<file path="src/rtl/fifo_flag_pkg.sv">
package fifo_flag_pkg;

    typedef struct packed {
        logic lo_n;   // empty / output-ready
        logic ae_n;   // almost empty
        logic hf_n;   // half full
        logic af_n;   // almost full
        logic hi_n;   // full / input-ready
    } flags_t;

    function automatic int default_offset(input int depth);
        if (depth <= 256)      return 31;
        else if (depth <= 512) return 63;
        else                   return 127;
    endfunction

    function automatic flags_t zero_flags(input logic fwft);
        flags_t f;
        f.lo_n = fwft;
        f.ae_n = 1'b0;
        f.hf_n = 1'b1;
        f.af_n = 1'b1;
        f.hi_n = ~fwft;
        return f;
    endfunction

endpackage

</file>
<file path="src/rtl/flag_offset_regs.sv">
module flag_offset_regs #(
    parameter int OW  = 7,
    parameter int DEF = 31
) (
    input  logic          clk,
    input  logic          rst,
    input  logic          ae_we,
    input  logic          af_we,
    input  logic [OW-1:0] wdata,
    output logic [OW-1:0] ae_ofs,
    output logic [OW-1:0] af_ofs
);
    localparam logic [OW-1:0] DEF_V = OW'(DEF);

    always_ff @(posedge clk) begin
        if (rst) begin
            ae_ofs <= DEF_V;
            af_ofs <= DEF_V;
        end else begin
            if (ae_we) ae_ofs <= wdata;
            if (af_we) af_ofs <= wdata;
        end
    end

    // a write strobe loads the presented value
    p_ae_load_r8: assert property (@(posedge clk) disable iff (rst)
        ae_we |=> (ae_ofs == $past(wdata)));
    p_af_load_r8: assert property (@(posedge clk) disable iff (rst)
        af_we |=> (af_ofs == $past(wdata)));
endmodule

</file>
<file path="src/rtl/flag_decode.sv">
module flag_decode
    import fifo_flag_pkg::*;
#(
    parameter int DEPTH = 256,
    parameter int CW    = 9,
    parameter int OW    = 7
) (
    input  logic          fwft,
    input  logic [CW-1:0] count,
    input  logic [OW-1:0] ae_ofs,
    input  logic [OW-1:0] af_ofs,
    output flags_t        flags
);
    localparam int TW = CW + 1;
    localparam logic [TW-1:0] HALF_LIM = TW'(DEPTH / 2 + 1);
    localparam logic [TW-1:0] TOP      = TW'(DEPTH);

    logic [TW-1:0] cnt, bias, ae_lim, hf_lim, af_lim, top_lim;
    logic          nonzero, at_top;

    always_comb begin
        cnt     = {1'b0, count};
        bias    = {{(TW-1){1'b0}}, fwft};
        ae_lim  = {{(TW-OW){1'b0}}, ae_ofs} + bias;
        hf_lim  = HALF_LIM + bias;
        af_lim  = TOP - {{(TW-OW){1'b0}}, af_ofs} + bias;
        top_lim = TOP + bias;
        nonzero = (cnt != '0);
        at_top  = (cnt >= top_lim);

        flags.lo_n = fwft ? ~nonzero : nonzero;
        flags.ae_n = ~(cnt <= ae_lim);
        flags.hf_n = ~(cnt >= hf_lim);
        flags.af_n = ~(cnt >= af_lim);
        flags.hi_n = fwft ? at_top : ~at_top;
    end
endmodule

</file>
<file path="src/rtl/fifo_flag_gen.sv">
module fifo_flag_gen
    import fifo_flag_pkg::*;
#(
    parameter int DEPTH = 256,
    localparam int CW   = $clog2(DEPTH) + 1,
    localparam int OW   = $clog2(DEPTH) - 1
) (
    input  logic          clk,
    input  logic          rst,
    input  logic          fwft_mode,
    input  logic [CW-1:0] count,
    input  logic [OW-1:0] ofs_wdata,
    input  logic          ae_ofs_we,
    input  logic          af_ofs_we,
    output logic          lo_flag_n,
    output logic          almost_empty_n,
    output logic          half_full_n,
    output logic          almost_full_n,
    output logic          hi_flag_n
);
    localparam int DEF_OFS = default_offset(DEPTH);

    logic [OW-1:0] ae_ofs, af_ofs;
    flags_t        next_flags, flags_q;

    flag_offset_regs #(.OW(OW), .DEF(DEF_OFS)) u_ofs (
        .clk    (clk),
        .rst    (rst),
        .ae_we  (ae_ofs_we),
        .af_we  (af_ofs_we),
        .wdata  (ofs_wdata),
        .ae_ofs (ae_ofs),
        .af_ofs (af_ofs)
    );

    flag_decode #(.DEPTH(DEPTH), .CW(CW), .OW(OW)) u_dec (
        .fwft   (fwft_mode),
        .count  (count),
        .ae_ofs (ae_ofs),
        .af_ofs (af_ofs),
        .flags  (next_flags)
    );

    always_ff @(posedge clk) begin
        if (rst) flags_q <= zero_flags(fwft_mode);
        else     flags_q <= next_flags;
    end

    assign lo_flag_n      = flags_q.lo_n;
    assign almost_empty_n = flags_q.ae_n;
    assign half_full_n    = flags_q.hf_n;
    assign almost_full_n  = flags_q.af_n;
    assign hi_flag_n      = flags_q.hi_n;

    // any stored word lifts the standard empty flag
    p_empty_clear_r2: assert property (@(posedge clk) disable iff (rst)
        (!fwft_mode && count != '0) |=> lo_flag_n);
    // a full standard FIFO shows full and almost full
    p_full_at_depth_r4: assert property (@(posedge clk) disable iff (rst)
        (!fwft_mode && count == CW'(DEPTH)) |=> (!hi_flag_n && !almost_full_n));
    // fall-through input-ready goes high at DEPTH+1 words
    p_ir_high_r6: assert property (@(posedge clk) disable iff (rst)
        (fwft_mode && count == CW'(DEPTH + 1)) |=> hi_flag_n);
    // half full never coincides with almost empty (offsets below half depth)
    p_hf_excl_ae_r7: assert property (@(posedge clk) disable iff (rst)
        !half_full_n |-> almost_empty_n);
    // reset yields zero-word values
    p_reset_zero_r1: assert property (@(posedge clk)
        rst |=> (!almost_empty_n && half_full_n && almost_full_n));
endmodule

</file>
<file path="config.mk">
export PLATFORM = sky130hd
export DESIGN_NAME = fifo_flag_gen
export DESIGN_NICKNAME = d
export VERILOG_FILES = /design/src/rtl/fifo_flag_pkg.sv /design/src/rtl/flag_offset_regs.sv /design/src/rtl/flag_decode.sv /design/src/rtl/fifo_flag_gen.sv
export SDC_FILE = /design/constraint.sdc
export NUM_CORES = 1
export LEC_CHECK = 0
export ABC_AREA = 1
export BUFFER_PORTS_ARGS = -buffer_cell sky130_fd_sc_hd__buf_2
export CAP_MARGIN = 40
export CORE_UTILIZATION = 50
export CTS_CLUSTER_SIZE = 30
export DETAILED_ROUTE_END_ITERATION = 16
export PLACE_DENSITY = 0.85
export SYNTH_ARGS = -nofsm -noshare
export SYNTH_HDL_FRONTEND = slang
export SYNTH_SLANG_ARGS = --single-unit
export TNS_END_PERCENT = 100
</file>
<file path="constraint.sdc">
create_clock -name clk -period 1.8 [get_ports clk]
set_input_delay 0.36 -clock clk [delete_from_list [all_inputs] [get_ports clk]]
set_output_delay 0.36 -clock clk [all_outputs]
set_load 0.005 [all_outputs]
</file>
## After elaboration in Yosys (flattened, before gate mapping)

Cells that the tools add are included.

| operators by class | value |
|---|---|
| $add $sub $neg | 5 |
| $lt $le $gt $ge | 4 |
| multiplexer cells | 3 |
| bitwise operators | 6 |
| reduce and logical (&&, ||, !) cells | 1 |

Operator list:

| kind | number |
|---|---|
| $ge A9 B10 Y1 | 3 |
| $add A10 B1 Y10 | 1 |
| $add A9 B1 Y10 const A | 1 |
| $le A9 B10 Y1 | 1 |
| $sub A9 B7 Y10 const A | 1 |
| $add A8 B1 Y9 const A | 1 |
| $reduce_bool A9 Y1 | 1 |
| $add A7 B1 Y8 | 1 |
| $not A1 Y1 | 6 |
| $mux W5 | 1 |
| $mux W1 | 2 |

| storage, ports and cells | value |
|---|---|
| bits in registers | 19 |
| input port bits | 21 |
| output and inout port bits | 5 |
| logic and storage cells | 26 |

## Depth between registers and ports, before layout

| depth | value |
|---|---|
| depth after elaboration | 5 |
| gate-level depth with buffers | 16 |
| depth with buffers taken out | 16 |

## Hierarchy

A second synthesis with hierarchy kept.

| second synthesis, totals | value |
|---|---|
| cells, all modules | 223 |
| area total of the unflattened synthesis | 1508.9 um2 |

Modules (own cells, without submodules):

| module | times used | cells each | area an instance (um2) | seq. area each (um2) |
|---|---|---|---|---|
| flag_decode | 1 | 138 | 837.1 | 0.0 |
| flag_offset_regs | 1 | 68 | 521.8 | 280.3 |
| fifo_flag_gen | 1 | 17 | 150.1 | 100.1 |

## Worst setup path before layout

Ideal clock, no wire load.

| path | value |
|---|---|
| kind | input port to flip-flop |
| start | input port fwft_mode |
| end | register flags_q, in the netlist almost_full_n |
| setup time | 0.113 ns |
| data arrival time | 1.779 ns |
| required time | 1.687 ns |
| slack | -0.092 ns |
| stages | 12 |
| path buffers | 0 |
| path through | inv_1 > ha_1 > inv_1 > ha_1 > nand3_1 > nor2_1 > nand3_1 > ha_1 > and3_1 > nand3_1 > nand3_1 > nand2_1 |

| on the way | value |
|---|---|
| longest elaborated chain between the ends | 3 |

Ends and longest elaborated chain:

| element | RTL line | RTL |
|---|---|---|
| start, declared | fifo_flag_gen.sv:10 | `input logic fwft_mode,` |
| $add A10 B1 Y10 | flag_decode.sv:26 | `af_lim = TOP - {{(TW-OW){1'b0}}, af_ofs} + bias;` |
| $ge A9 B10 Y1 | flag_decode.sv:34 | `flags.af_n = ~(cnt >= af_lim);` |
| $not A1 Y1 | flag_decode.sv:34 |  |
| end signal, assigned | fifo_flag_gen.sv:45 | `if (rst) flags_q <= zero_flags(fwft_mode);` |
| end signal, assigned | fifo_flag_gen.sv:46 | `else flags_q <= next_flags;` |
| end, declared | fifo_flag_gen.sv:24 | `flags_t next_flags, flags_q;` |

No other way between the ends.
A chain may end at the register's enable or synchronous reset.

## Worst setup path in the final report

| path | value |
|---|---|
| start | register u_ofs.ae_ofs[0] |
| end | register flags_q, in the netlist almost_empty_n |

| on the way | value |
|---|---|
| longest elaborated chain between the ends | 3 |

Ends and longest elaborated chain:

| element | RTL line | RTL |
|---|---|---|
| start, declared | flag_offset_regs.sv:10 | `output logic [OW-1:0] ae_ofs,` |
| start signal, assigned | flag_offset_regs.sv:20 | `if (ae_we) ae_ofs <= wdata;` |
| $add A7 B1 Y8 | flag_decode.sv:24 | `ae_lim = {{(TW-OW){1'b0}}, ae_ofs} + bias;` |
| $le A9 B10 Y1 | flag_decode.sv:32 | `flags.ae_n = ~(cnt <= ae_lim);` |
| $not A1 Y1 | flag_decode.sv:32 |  |

No other way between the ends.

==> results.cfg <==
[place]
place_congestion = 0.824
port_buffers = 25
placed_cells_incl_taps = 266
final_hpwl_dp_um = 2550

[synth]
predominant_post_synthesis_flop_cell = sky130_fd_sc_hd__dfxtp_1
ys.warnings.count = 0
synth.cells.most_frequent = sky130_fd_sc_hd__nand2_1, sky130_fd_sc_hd__inv_1, sky130_fd_sc_hd__ha_1
synth_async_sr_flop_share_pct = 0
synth_cell_type_count = 22
leading_post_synthesis_cells_by_cell_area = sky130_fd_sc_hd__dfxtp_1, sky130_fd_sc_hd__ha_1, sky130_fd_sc_hd__nand2_1
portion_of_the_post_synthesis_area_used_by_sequential_elements_pct = 26.5
synth.largest_area_cell = sky130_fd_sc_hd__dfxtp_1
synth-edff-count = 0
mappedNetlistNets = 253
mean_post_synth_cell_area_um2 = 6.95
post_synth_top_area_share_pct = 26.5
synth.cell_area_mm2 = 0.00144
syn_inst = 207
synth-seq-cells = 19
cell_with_the_most_instances_after_synthesis = sky130_fd_sc_hd__nand2_1

[run_status]
outcome = finished with violations
failed_checks = setup timing

[critical_path]
worst-setup-path-type = reg2reg
setup.worst_path.end_class = register
critPathLaunchType = register
arrival_time_at_the_worst_endpoint_ns = 2.08
maximum_fanout_along_the_worst_path = 2
worst-r2r-cell-count = 13
worst_ep_required_time_ns = 2.02

[finish]
final.fill_count = 228
register_area_um2 = 387
final_cell_count_no_fill = 273
layout.nets = 289
antenna_cells_inserted = 0
multi_input_combinational_cell_area_mm2 = 0.00107
final_layout_size_suffix_gt1_share_pct = 28.5
area_grow_syn2layout_pct = 28.4

[routing]
drt-initial-drc-count = 46
detail_route.wl_per_cell_um = 12.2
route.detailed.vias_per_inst = 5.10
antenna_violating_nets_left = 0
detail_route.first_pass.iterations = 4
routed.top_layer = met4
drt_wl_total_um = 3320
met2RoutedLength_um = 1560
via_count = 1391
detailroute.wirelength.met3_um = 164
wirelength_met1_um = 1550
detailed_route_drc_error_count = 0

[global_routing]
largest_net_degree_at_the_start_of_global_routing = 14
grt_overall_usage_pct = 22.6
global_route_wire_length_before_repair_um = 5350
globalRouteOverflowTotal = 0
grt_antenna_before_repair = 0
vias_in_the_first_global_route = 1212

[sta]
timing.clock.skew_ns = 0.000348
setup_violations = 2
finalCritPeriodShare_pct = 103
post-route-worst-setup-slack_ns = -0.0628
slew-limit-headroom_pct = 83.6
setup_repair_after_global_routing_missed_its_margin = yes
clock.fmax_ghz = 0.537
timing.final.crit_period_ns = 1.86
tightestPinTransition_ns = 0.246
maxSlewViolCount = 0
report.final.hold_viol_count = 0
hold_slack_ns = 0.272

[floorplan]
core_mm2 = 0.00273
design.die.area_mm2 = 0.00309
placementRows = 19
design.portCount = 26
initial_core_util_pct = 52.6
die_height_um = 55.6
die_width_um = 55.6

[clock_tree]
worst_setup_hold_path_clk_slew_ns = 0.11
cts_tree = yes
number_of_buffers_created_by_cts = 3
cts_htree_levels = 1
count_of_hold_fix_buffers_inserted_at_cts = 0
cts.sinks = 19
cts-root-buf = sky130_fd_sc_hd__clkbuf_4
clockBufferDepth = 2
worst_skew_pair.late_latency_ns = 0.30

[power]
power.density_cell_area_mw_per_mm2 = 569
ir_worst_vdd_mv = 0.514
static-leakage-power_nw = 0.956

[hold_path]
hold-path-cell-count = 3
min-delay-path-class = in2reg

[job]
drv_cap = 0
[placed cells by master (no fill, tap or decap)]
master	count
sky130_fd_sc_hd__xnor2_1	1
sky130_fd_sc_hd__clkbuf_1	1
sky130_fd_sc_hd__nand3_4	1
sky130_fd_sc_hd__buf_2	25
sky130_fd_sc_hd__nor2_1	15
sky130_fd_sc_hd__o21bai_1	1
sky130_fd_sc_hd__inv_1	29
sky130_fd_sc_hd__inv_4	1
sky130_fd_sc_hd__nand2_1	46
sky130_fd_sc_hd__nor2_2	3
sky130_fd_sc_hd__inv_2	3
sky130_fd_sc_hd__ha_4	7
sky130_fd_sc_hd__clkbuf_4	3
sky130_fd_sc_hd__nand3_2	2
sky130_fd_sc_hd__nand2_2	4
sky130_fd_sc_hd__a21boi_2	1
sky130_fd_sc_hd__xor2_1	5
sky130_fd_sc_hd__xnor2_2	1
sky130_fd_sc_hd__xor2_2	1
sky130_fd_sc_hd__dfxtp_4	1
sky130_fd_sc_hd__dfxtp_2	2
sky130_fd_sc_hd__o21ai_0	10
sky130_fd_sc_hd__and3_4	1
sky130_fd_sc_hd__nand3_1	15
sky130_fd_sc_hd__nand4_1	2
sky130_fd_sc_hd__buf_4	10
sky130_fd_sc_hd__nor3_1	2
sky130_fd_sc_hd__a21oi_1	12
sky130_fd_sc_hd__dfxtp_1	16
sky130_fd_sc_hd__ha_1	18
sky130_fd_sc_hd__nor2_4	3
[per-stage QoR]
stage | instance area, um2 | utilization (%) | power, mW | TNS, ns | setup WS, ns
floorplan | 1470 | - | 0.677 | 0 | 0.00687
global placement | 1660 | 60.7 | 0.767 | -0.373 | -0.212
detailed placement | 1660 | 60.7 | 0.782 | -0.490 | -0.259
CTS | 1730 | 63.3 | 1.02 | -0.0631 | -0.0631
global route | 1850 | 67.5 | 1.14 | -0.316 | -0.196
finish | 1850 | 67.5 | 1.05 | -0.0698 | -0.0628
[final cells by class]
cell class,instances,share of cell area (%)
Inverter,33,6.85
Clock buffer,4,1.42
Tap cell,31,2.10
Sequential cell,19,20.9
Multi-Input combinational cell,151,57.8
Timing Repair Buffer,35,10.8
[logic make-up after synthesis]
group / after synthesis / share of synthesized area [%]
compound gates: 24 / 8.70
xor+xnor: 8 / 4.87
fa+ha+maj: 25 / 21.8
buf+inv: 37 / 10.2
flops: 19 / 26.5
simple gates: 94 / 28.0
[sequential cells by signal, indices dropped and copies added (netlist names)]
register	count
lo_flag_n	1
u_ofs.ae_ofs	7
almost_empty_n	1
almost_full_n	1
hi_flag_n	1
half_full_n	1
u_ofs.af_ofs	7
[critical path, stage by stage, from the launching register on]
cell                       delay [ns]
sky130_fd_sc_hd__dfxtp_2         0.35
sky130_fd_sc_hd__ha_4            0.16
sky130_fd_sc_hd__ha_4            0.16
sky130_fd_sc_hd__inv_2           0.06
sky130_fd_sc_hd__nor2_4          0.04
sky130_fd_sc_hd__buf_4           0.13
sky130_fd_sc_hd__xor2_1          0.20
sky130_fd_sc_hd__ha_1            0.28
sky130_fd_sc_hd__nand2_2         0.09
sky130_fd_sc_hd__inv_1           0.04
sky130_fd_sc_hd__nand2_1         0.07
sky130_fd_sc_hd__a21boi_2        0.05
sky130_fd_sc_hd__nor2_1          0.10
sky130_fd_sc_hd__nor2_1          0.05
[report_power, final]
group,internal (mW),switching (mW)
Clock,0.0866,0.138
Sequential,0.451,0.0248
Combinational,0.157,0.192
[final timing paths]
check | startpoint | endpoint | slack [ns]
hold reg to reg | u_ofs.af_ofs[0] | u_ofs.af_ofs[0] | 0.51
hold / removal | ofs_wdata[0] | u_ofs.af_ofs[0] | 0.27
setup reg to reg | u_ofs.ae_ofs[0] | almost_empty_n | -0.06
setup / recovery | u_ofs.ae_ofs[0] | almost_empty_n | -0.06
[layer usage]
metal | vias up | track usage (%)
met4 | 0 | 9.64
li1 | 732 | -
met3 | 4 | 2.79
met2 | 36 | 35.6
met5 | - | 0
met1 | 619 | 31.1
[timing repair]
action / 4_1_cts / 5_1_grt
gates cloned: 0 / 0
buffers inserted: 1 / 2
pin swaps: 8 / 9
resized for setup: 7 / 19
setup endpoints to repair: 2 / 2
Power figures use the tool's default switching activity.
